<file path="src/rtl/lcdw_pkg.sv">
package lcdw_pkg;
    typedef enum logic [2:0] {
        ST_IDLE,
        ST_LOAD,
        ST_CLK_LO,
        ST_CLK_HI,
        ST_GAP
    } lcdw_state_e;
endpackage

</file>
<file path="src/rtl/lcdw_half_timer.sv">
module lcdw_half_timer #(
    parameter int HALF_CYC = 2
) (
    input  logic clk,
    input  logic rst_n,
    input  logic clr,
    output logic done
);
    localparam int CW = (HALF_CYC > 1) ? $clog2(HALF_CYC) : 1;

    logic [CW-1:0] cnt_q;

    always_ff @(posedge clk or negedge rst_n) begin
        if (!rst_n)   cnt_q <= '0;
        else if (clr) cnt_q <= '0;
        else          cnt_q <= cnt_q + 1'b1;
    end

    assign done = (cnt_q == CW'(HALF_CYC - 1));
endmodule

</file>
<file path="src/rtl/lcdw_col_map.sv">
module lcdw_col_map #(
    parameter int N_CHIPS = 4,
    parameter int COLS    = 24,
    parameter int COL_W   = 7,
    parameter int ADDR_W  = 5
) (
    input  logic [COL_W-1:0]   col,
    output logic               ok,
    output logic [ADDR_W-1:0]  addr,
    output logic [N_CHIPS-1:0] sel_n
);
    localparam int IDX_W = $clog2(N_CHIPS + 1);

    logic [COL_W-1:0] rem_w [0:N_CHIPS];
    logic [IDX_W-1:0] idx_w [0:N_CHIPS];

    assign rem_w[0] = col;
    assign idx_w[0] = '0;

    for (genvar g = 0; g < N_CHIPS; g++) begin : g_sub
        assign rem_w[g+1] = (rem_w[g] >= COL_W'(COLS)) ? rem_w[g] - COL_W'(COLS) : rem_w[g];
        assign idx_w[g+1] = (rem_w[g] >= COL_W'(COLS)) ? idx_w[g] + 1'b1 : idx_w[g];
    end

    assign ok    = (col < COL_W'(N_CHIPS * COLS));
    assign addr  = rem_w[N_CHIPS][ADDR_W-1:0];
    assign sel_n = ~({{(N_CHIPS-1){1'b0}}, 1'b1} << idx_w[N_CHIPS]);

    // a legal start column always leaves a remainder inside one driver
    always_comb begin
        if (ok) a_r5_local_range: assert (rem_w[N_CHIPS] < COL_W'(COLS));
    end
endmodule

</file>
<file path="src/rtl/lcdw_byte_shift.sv">
module lcdw_byte_shift #(
    parameter int BYTE_W = 8
) (
    input  logic              clk,
    input  logic              rst_n,
    input  logic              load,
    input  logic [BYTE_W-1:0] load_val,
    input  logic              shift,
    input  logic              shift_in,
    output logic [BYTE_W-1:0] q
);
    always_ff @(posedge clk or negedge rst_n) begin
        if (!rst_n)     q <= '0;
        else if (load)  q <= load_val;
        else if (shift) q <= {shift_in, q[BYTE_W-1:1]};
    end
endmodule

</file>
<file path="src/rtl/lcdw_chunk_writer.sv">
module lcdw_chunk_writer
    import lcdw_pkg::*;
#(
    parameter int N_CHIPS       = 4,
    parameter int COLS_PER_CHIP = 24,
    parameter int CHUNK         = 3,
    parameter int BYTE_W        = 8,
    parameter int ADDR_W        = 5,
    parameter int COL_W         = 7,
    parameter int HALF_CYC      = 2
) (
    input  logic               clk,
    input  logic               rst_n,
    input  logic               cmd_go,
    input  logic               cmd_read,
    input  logic [COL_W-1:0]   cmd_col,
    input  logic [COL_W-1:0]   cmd_len,
    input  logic [BYTE_W-1:0]  wbyte,
    output logic               wbyte_take,
    output logic [BYTE_W-1:0]  rbyte,
    output logic               rbyte_vld,
    output logic               busy,
    output logic               drv_clk,
    output logic               drv_dout,
    input  logic               drv_din,
    output logic [N_CHIPS-1:0] drv_sel_n
);
    localparam int DATA_START = ADDR_W + 1;
    localparam int FRAME_BITS = DATA_START + CHUNK * BYTE_W;
    localparam int BIT_W      = $clog2(FRAME_BITS);

    lcdw_state_e state_q, state_d;

    logic [BIT_W-1:0]   bit_q;
    logic [ADDR_W-1:0]  addr_q;
    logic [N_CHIPS-1:0] sel_q;
    logic [COL_W-1:0]   left_q;
    logic               rd_q, dummy_q, primed_q, vld_q;

    logic               map_ok;
    logic [ADDR_W-1:0]  map_addr;
    logic [N_CHIPS-1:0] map_sel;
    logic               cmd_ok, accept;
    logic               half_done, tm_clr;
    logic [BYTE_W-1:0]  sh_q;
    logic               sh_shift;
    logic               in_data, at_byte_edge, byte_last, last_bit, last_chunk;
    logic [ADDR_W-1:0]  next_addr, addr_shl;
    logic [BIT_W-1:0]   data_pos;

    lcdw_col_map #(
        .N_CHIPS(N_CHIPS), .COLS(COLS_PER_CHIP), .COL_W(COL_W), .ADDR_W(ADDR_W)
    ) u_map (
        .col(cmd_col), .ok(map_ok), .addr(map_addr), .sel_n(map_sel)
    );

    lcdw_half_timer #(.HALF_CYC(HALF_CYC)) u_timer (
        .clk(clk), .rst_n(rst_n), .clr(tm_clr), .done(half_done)
    );

    lcdw_byte_shift #(.BYTE_W(BYTE_W)) u_shift (
        .clk(clk), .rst_n(rst_n), .load(wbyte_take), .load_val(wbyte),
        .shift(sh_shift), .shift_in(drv_din), .q(sh_q)
    );

    assign cmd_ok = map_ok && (cmd_len != '0)
                 && ((cmd_col % COL_W'(CHUNK)) == '0)
                 && ((cmd_len % COL_W'(CHUNK)) == '0);
    assign accept = (state_q == ST_IDLE) && cmd_go && cmd_ok;

    assign tm_clr       = (state_q == ST_IDLE) || (state_q == ST_LOAD) || half_done;
    assign in_data      = (bit_q >= BIT_W'(DATA_START));
    assign data_pos     = bit_q - BIT_W'(DATA_START);
    assign at_byte_edge = (bit_q >= BIT_W'(DATA_START - 1)) && (bit_q < BIT_W'(FRAME_BITS - 1))
                       && (((bit_q - BIT_W'(DATA_START - 1)) % BIT_W'(BYTE_W)) == '0);
    assign byte_last    = in_data && ((data_pos % BIT_W'(BYTE_W)) == BIT_W'(BYTE_W - 1));
    assign last_bit     = (bit_q == BIT_W'(FRAME_BITS - 1));
    assign last_chunk   = (left_q == COL_W'(CHUNK));
    assign next_addr    = addr_q + ADDR_W'(CHUNK);
    assign addr_shl     = addr_q << bit_q;

    assign sh_shift = half_done && in_data && !dummy_q
                   && (((state_q == ST_CLK_HI) && !rd_q) || ((state_q == ST_CLK_LO) && rd_q));

    // state register
    always_ff @(posedge clk or negedge rst_n) begin
        if (!rst_n) state_q <= ST_IDLE;
        else        state_q <= state_d;
    end

    always_comb begin
        state_d = state_q;
        unique case (state_q)
            ST_IDLE:   if (accept) state_d = ST_LOAD;
            ST_LOAD:   state_d = ST_CLK_LO;
            ST_CLK_LO: if (half_done) state_d = ST_CLK_HI;
            ST_CLK_HI: if (half_done) state_d = last_bit ? ST_GAP : ST_CLK_LO;
            ST_GAP: begin
                if (half_done) begin
                    if (dummy_q || !last_chunk) state_d = ST_LOAD;
                    else                        state_d = ST_IDLE;
                end
            end
            default:   state_d = ST_IDLE;
        endcase
    end

    // frame bookkeeping
    always_ff @(posedge clk or negedge rst_n) begin
        if (!rst_n) begin
            bit_q    <= '0;
            addr_q   <= '0;
            sel_q    <= '1;
            left_q   <= '0;
            rd_q     <= 1'b0;
            dummy_q  <= 1'b0;
            primed_q <= 1'b0;
            vld_q    <= 1'b0;
        end else begin
            vld_q <= (state_q == ST_CLK_LO) && half_done && rd_q && !dummy_q && byte_last;
            if (accept) begin
                rd_q    <= cmd_read;
                sel_q   <= map_sel;
                addr_q  <= map_addr;
                left_q  <= cmd_len;
                dummy_q <= !primed_q;
            end
            if (state_q == ST_LOAD) bit_q <= '0;
            if ((state_q == ST_CLK_HI) && half_done && !last_bit) bit_q <= bit_q + 1'b1;
            if ((state_q == ST_GAP) && half_done) begin
                if (dummy_q) begin
                    dummy_q  <= 1'b0;
                    primed_q <= 1'b1;
                end else begin
                    left_q <= left_q - COL_W'(CHUNK);
                    if (next_addr == ADDR_W'(COLS_PER_CHIP)) begin
                        addr_q <= '0;
                        sel_q  <= {sel_q[N_CHIPS-2:0], sel_q[N_CHIPS-1]};
                    end else begin
                        addr_q <= next_addr;
                    end
                end
            end
        end
    end

    // outputs
    always_comb begin
        logic active;
        active     = (state_q == ST_CLK_LO) || (state_q == ST_CLK_HI);
        busy       = (state_q != ST_IDLE);
        drv_clk    = (state_q == ST_CLK_HI);
        drv_sel_n  = (active && !dummy_q) ? sel_q : '1;
        wbyte_take = (state_q == ST_CLK_HI) && half_done && !rd_q && !dummy_q && at_byte_edge;
        rbyte      = sh_q;
        rbyte_vld  = vld_q;
        drv_dout   = 1'b0;
        if (active && !dummy_q) begin
            if (bit_q < BIT_W'(ADDR_W))       drv_dout = addr_shl[ADDR_W-1];
            else if (bit_q == BIT_W'(ADDR_W)) drv_dout = rd_q;
            else                              drv_dout = !rd_q && sh_q[0];
        end
    end

    // never more than one driver selected
    a_r5_sel_onehot: assert property (@(posedge clk) disable iff (!rst_n)
        $countones(~drv_sel_n) <= 1);
    // data line holds while the clock is high
    a_r4_dout_hold: assert property (@(posedge clk) disable iff (!rst_n)
        (drv_clk && $past(drv_clk)) |-> (drv_dout == $past(drv_dout)));
    // idle means quiet link
    a_r1_idle_quiet: assert property (@(posedge clk) disable iff (!rst_n)
        !busy |-> (drv_sel_n == '1 && !drv_clk && !wbyte_take));
    // bytes are only taken under a real select
    a_r8_take_selected: assert property (@(posedge clk) disable iff (!rst_n)
        wbyte_take |-> (drv_sel_n != '1 && drv_clk));
    // read-valid is a single-cycle pulse
    a_r9_vld_pulse: assert property (@(posedge clk) disable iff (!rst_n)
        rbyte_vld |=> !rbyte_vld);
    // busy ends only with all selects released
    a_r10_busy_end: assert property (@(posedge clk) disable iff (!rst_n)
        $fell(busy) |-> ($past(drv_sel_n) == '1));
    // rejected commands leave the block idle
    a_r2_reject: assert property (@(posedge clk) disable iff (!rst_n)
        (!busy && cmd_go && !cmd_ok) |=> !busy);
    // local address stays chunk-aligned inside one driver
    a_r6_addr_range: assert property (@(posedge clk) disable iff (!rst_n)
        busy |-> (addr_q < ADDR_W'(COLS_PER_CHIP) && (addr_q % ADDR_W'(CHUNK)) == '0));
endmodule

</file>
<file path="config.mk">
export PLATFORM = sky130hd
export DESIGN_NAME = lcdw_chunk_writer
export DESIGN_NICKNAME = d
export VERILOG_FILES = /design/src/rtl/lcdw_pkg.sv /design/src/rtl/lcdw_half_timer.sv /design/src/rtl/lcdw_col_map.sv /design/src/rtl/lcdw_byte_shift.sv /design/src/rtl/lcdw_chunk_writer.sv
export SDC_FILE = /design/constraint.sdc
export NUM_CORES = 1
export LEC_CHECK = 0
export BUFFER_PORTS_ARGS = -buffer_cell sky130_fd_sc_hd__buf_2
export CAP_MARGIN = 10
export CORE_ASPECT_RATIO = 0.8
export CORE_MARGIN = 5
export CORE_UTILIZATION = 41
export DETAILED_ROUTE_END_ITERATION = 7
export GPL_TIMING_DRIVEN = 1
export HOLD_SLACK_MARGIN = 0.12
export PLACE_DENSITY = 0.56
export SYNTH_ARGS = -nofsm -noshare
export SYNTH_HDL_FRONTEND = slang
export SYNTH_SLANG_ARGS = --single-unit
</file>
<file path="constraint.sdc">
create_clock -name clk -period 2.5 [get_ports clk]
set_input_delay 0.5 -clock clk [delete_from_list [all_inputs] [get_ports clk]]
set_output_delay 0.5 -clock clk [all_outputs]
set_load 0.01 [all_outputs]
</file>
==> results.cfg <==
[setup_path]
cp_common_cell = ha_4
crit_path_end = sel_q[1]$_DFF_PN1_
crit_path_end_kind = flop
slowest_stage = or3_4
crit_buf_inv = 3
cp_max_fo = 6
worstPathArrival_ns = 4.13
reg2reg_to = addr_q[3]$_DFF_PN0_
cp_top_family = compound AO/OA/AOI/OAI gates
cp_data_required_time_ns = 2.71
rrSetupSlack_ns = 0.11
crit_type = in -> reg
r2r-start = state_q[2]$_DFFE_PN0P_
crit_chain = buf_6, ha_4, or3_4, inv_4, xnor2_4, ha_4, a21oi_4, mux2_4, ha_4, a2111o_1, mux2_4, ha_4, nand2b_4, a2111oi_4, a221oi_4, buf_4, a211o_1, a21oi_2, a31oi_1
path_depth = 19
cpPeakStageDelay_ns = 0.37
start_kind = primary input
rr_worst_depth = 9
startpoint = cmd_col[3]

[grt]
grt_pass1_vias = 3882
grt_use_total = 0.184
grt_max_degree = 38
grt_pass1_wl_mm = 17.8
antenna_found_initial = 0
grt-ovfl-total = 0

[sta]
final-setup-viol-count = 19
worstMarginPinSlew_ns = 0.880
setup_ws_ns = -1.42
rsz0062_at_grt = true
fmax_mhz = 255
post-route-min-period_ns = 3.92
holdWs_ns = 0.302
slew_violations = 0
hold_viol_final = 0
setup-tns-final_ns = -24.65
max-slew-margin-rel = 0.411
post-route-period-util = 1.57
skew_ns = 0.00492

[drt]
wl_mm = 10.5
dr_total_vias = 3959
drt_first_pass_iters = 4
vias_per_cell = 5.54
drc = 0
wl_per_cell_um = 14.7
ant_nets = 0
drtIter0Drc = 195

[synthesis]
seq_area_frac_synth = 0.246
synth_cell_type_count = 72
ys_seq_elements = 37
yosys_most_used_dff = dfrtp_1
syn_inst = 475
synth-edff-count = 0
syn_avg_cell_area_um2 = 7.98
syn_nets = 524
netlist_area_um2 = 3790
ys_async_sr_fraction = 1.00
yosys_warnings = 0

[final_layout]
areaGrowthSynthToFinish_pct = 40.8
num_antenna_cells = 0
fillCellCount = 827
multi_input_comb_area_um2 = 2990
drive_gt1_frac = 0.369
layout_common_cells = buf_4 (95), nand2_1 (44), buf_2 (43)
final_nets = 647
layout_commonest_cell = buf_4
final-seq-area_um2 = 933

[pwr]
peakVddDrop_v = 0.000408
pwr-share-comb = 0.459
seqPwrFrac = 0.263
switchingPower_mw = 0.758
intPower_mw = 1.56
p_per_area_nw_per_um2 = 435
p_leak_nw = 2.31
clkPwrFrac = 0.278
p_sw_frac = 0.326

[outcome]
violations = negative setup slack
run_status = finished with violations

[floorplanning]
coreArea_um2 = 9040
die_area_um2 = 11300
io_pins = 44
rows = 31
die_y_um = 96.0
die_w_um = 117
start_util = 0.419

[cts]
clock-sinks = 37
clk_path_buf_depth = 2
cts_made_buffers = 5
cts_tree = yes
path_clk_slew_ns = 0.06
clk_latency_ns = 0.29
cts_max_level = 2
cts-root-buf = clkbuf_16

[placed_design]
hpwl_mm = 7.91
portBuffers = 43
place.gp.congestion = 0.840

[min_path]
hold_path_class = in -> async

[flow_run]
maxCapViolCount = 0
layer usage:
metal,wire length (um),GRT usage,share of wire,up-vias
met3,355,0.0353,0.034,16
met4,141,0.0449,0.013,0
met5,0,0,0,-
met2,4980,0.314,0.47,58
met1,5020,0.244,0.48,1877
li1,-,-,-,2008
cells in the mapped netlist (7+ instances only):
| cell type | number | share of area |
|---|---|---|
| mux2i_1 | 16 | 0.042 |
| ha_1 | 22 | 0.073 |
| nand2_1 | 46 | 0.046 |
| nor2b_1 | 11 | 0.018 |
| a31oi_1 | 8 | 0.013 |
| dfrtp_1 | 33 | 0.22 |
| inv_1 | 26 | 0.026 |
| nand3_1 | 16 | 0.021 |
| o21ai_0 | 25 | 0.033 |
| nor3_1 | 12 | 0.016 |
| nor3b_1 | 10 | 0.020 |
| a211oi_1 | 7 | 0.014 |
| o31ai_1 | 8 | 0.016 |
| or3_1 | 9 | 0.015 |
| buf_2 | 8 | 0.011 |
| nand2b_1 | 13 | 0.021 |
| xor2_1 | 8 | 0.018 |
| nor2_1 | 31 | 0.031 |
| clkbuf_1 | 16 | 0.016 |
| o211ai_1 | 8 | 0.016 |
| xnor2_1 | 8 | 0.018 |
| a21oi_1 | 24 | 0.032 |
worst register-to-register path, delay by kind of cell (launching register included):
kind / cells / cell delay [ns]
DFF: 1 / 0.37
and+or+nand+nor: 4 / 0.57
AOI/OAI and AO/OA: 4 / 1.06
buffers and inverters: 1 / 0.24
what timing repair did:
item | CTS | global route
hold buffers | 0 | 0
setup buffers | 5 | 1
cloned | 0 | 2
endpoints found under the hold margin | 0 | 0
setup endpoints to repair | 21 | 21
resized for setup | 17 | 24
pin swaps | 6 | 4
registers in the layout, indices dropped and copies added (netlist names):
name and cells:
u_shift.q 8, left_q 7, addr_q 5, bit_q 5, sel_q 4, state_q 3, dummy_q 1, primed_q 1
rbyte_vld 1, rd_q 1, u_timer.done 1
per-stage QoR:
stage	util	total power, mW	cells	worst slack (ns)	instance area, um2
after floorplan	-	1.20	475	-1.92	4050
after global placement	0.545	1.51	698	-1.86	4920
after detailed placement	0.545	1.53	698	-1.95	4920
after CTS	0.576	2.26	711	-1.40	5210
after global routing	0.591	2.46	714	-1.58	5340
final	0.591	2.32	714	-1.42	5340
worst min path at each step:
| stage | startpoint | end | cells past startpoint |
|---|---|---|---|
| floorplan | rst_n | addr_q[0]$_DFF_PN0_ | 0 |
| global placement | primed_q$_DFFE_PN0P_ | primed_q$_DFFE_PN0P_ | 2 |
| detailed placement | primed_q$_DFFE_PN0P_ | primed_q$_DFFE_PN0P_ | 2 |
| CTS | rst_n | left_q[3]$_DFF_PN0_ | 1 |
| global route | rst_n | left_q[3]$_DFF_PN0_ | 1 |
| finish | rst_n | left_q[3]$_DFF_PN0_ | 1 |
cell type report:
type / count / share of cell area
Timing Repair Buffer: 144 / 0.187
Sequential cell: 37 / 0.175
Inverter: 28 / 0.0223
Tap cell: 115 / 0.0270
Clock buffer: 6 / 0.0260
Clock inverter: 2 / 0.00258
Multi-Input combinational cell: 382 / 0.561
kinds of logic after synthesis:
kind of cell	synth area share
xor gates and xnor gates	0.0370
AOI/OAI and AO/OA	0.258
muxes	0.0601
and+or+nand+nor	0.265
DFF	0.246
buffers and inverters	0.0624
adders and majority gates	0.0726
power groups by stage:
stage	clock [mW]	combinational (mW)	sequential (mW)
final	0.645	1.07	0.611
after global routing	0.683	1.17	0.612
after CTS	0.659	0.985	0.611
after detailed placement	0	0.908	0.622
after global placement	0	0.890	0.621
after floorplan	0	0.578	0.624
(Power assumes the default switching activity.)
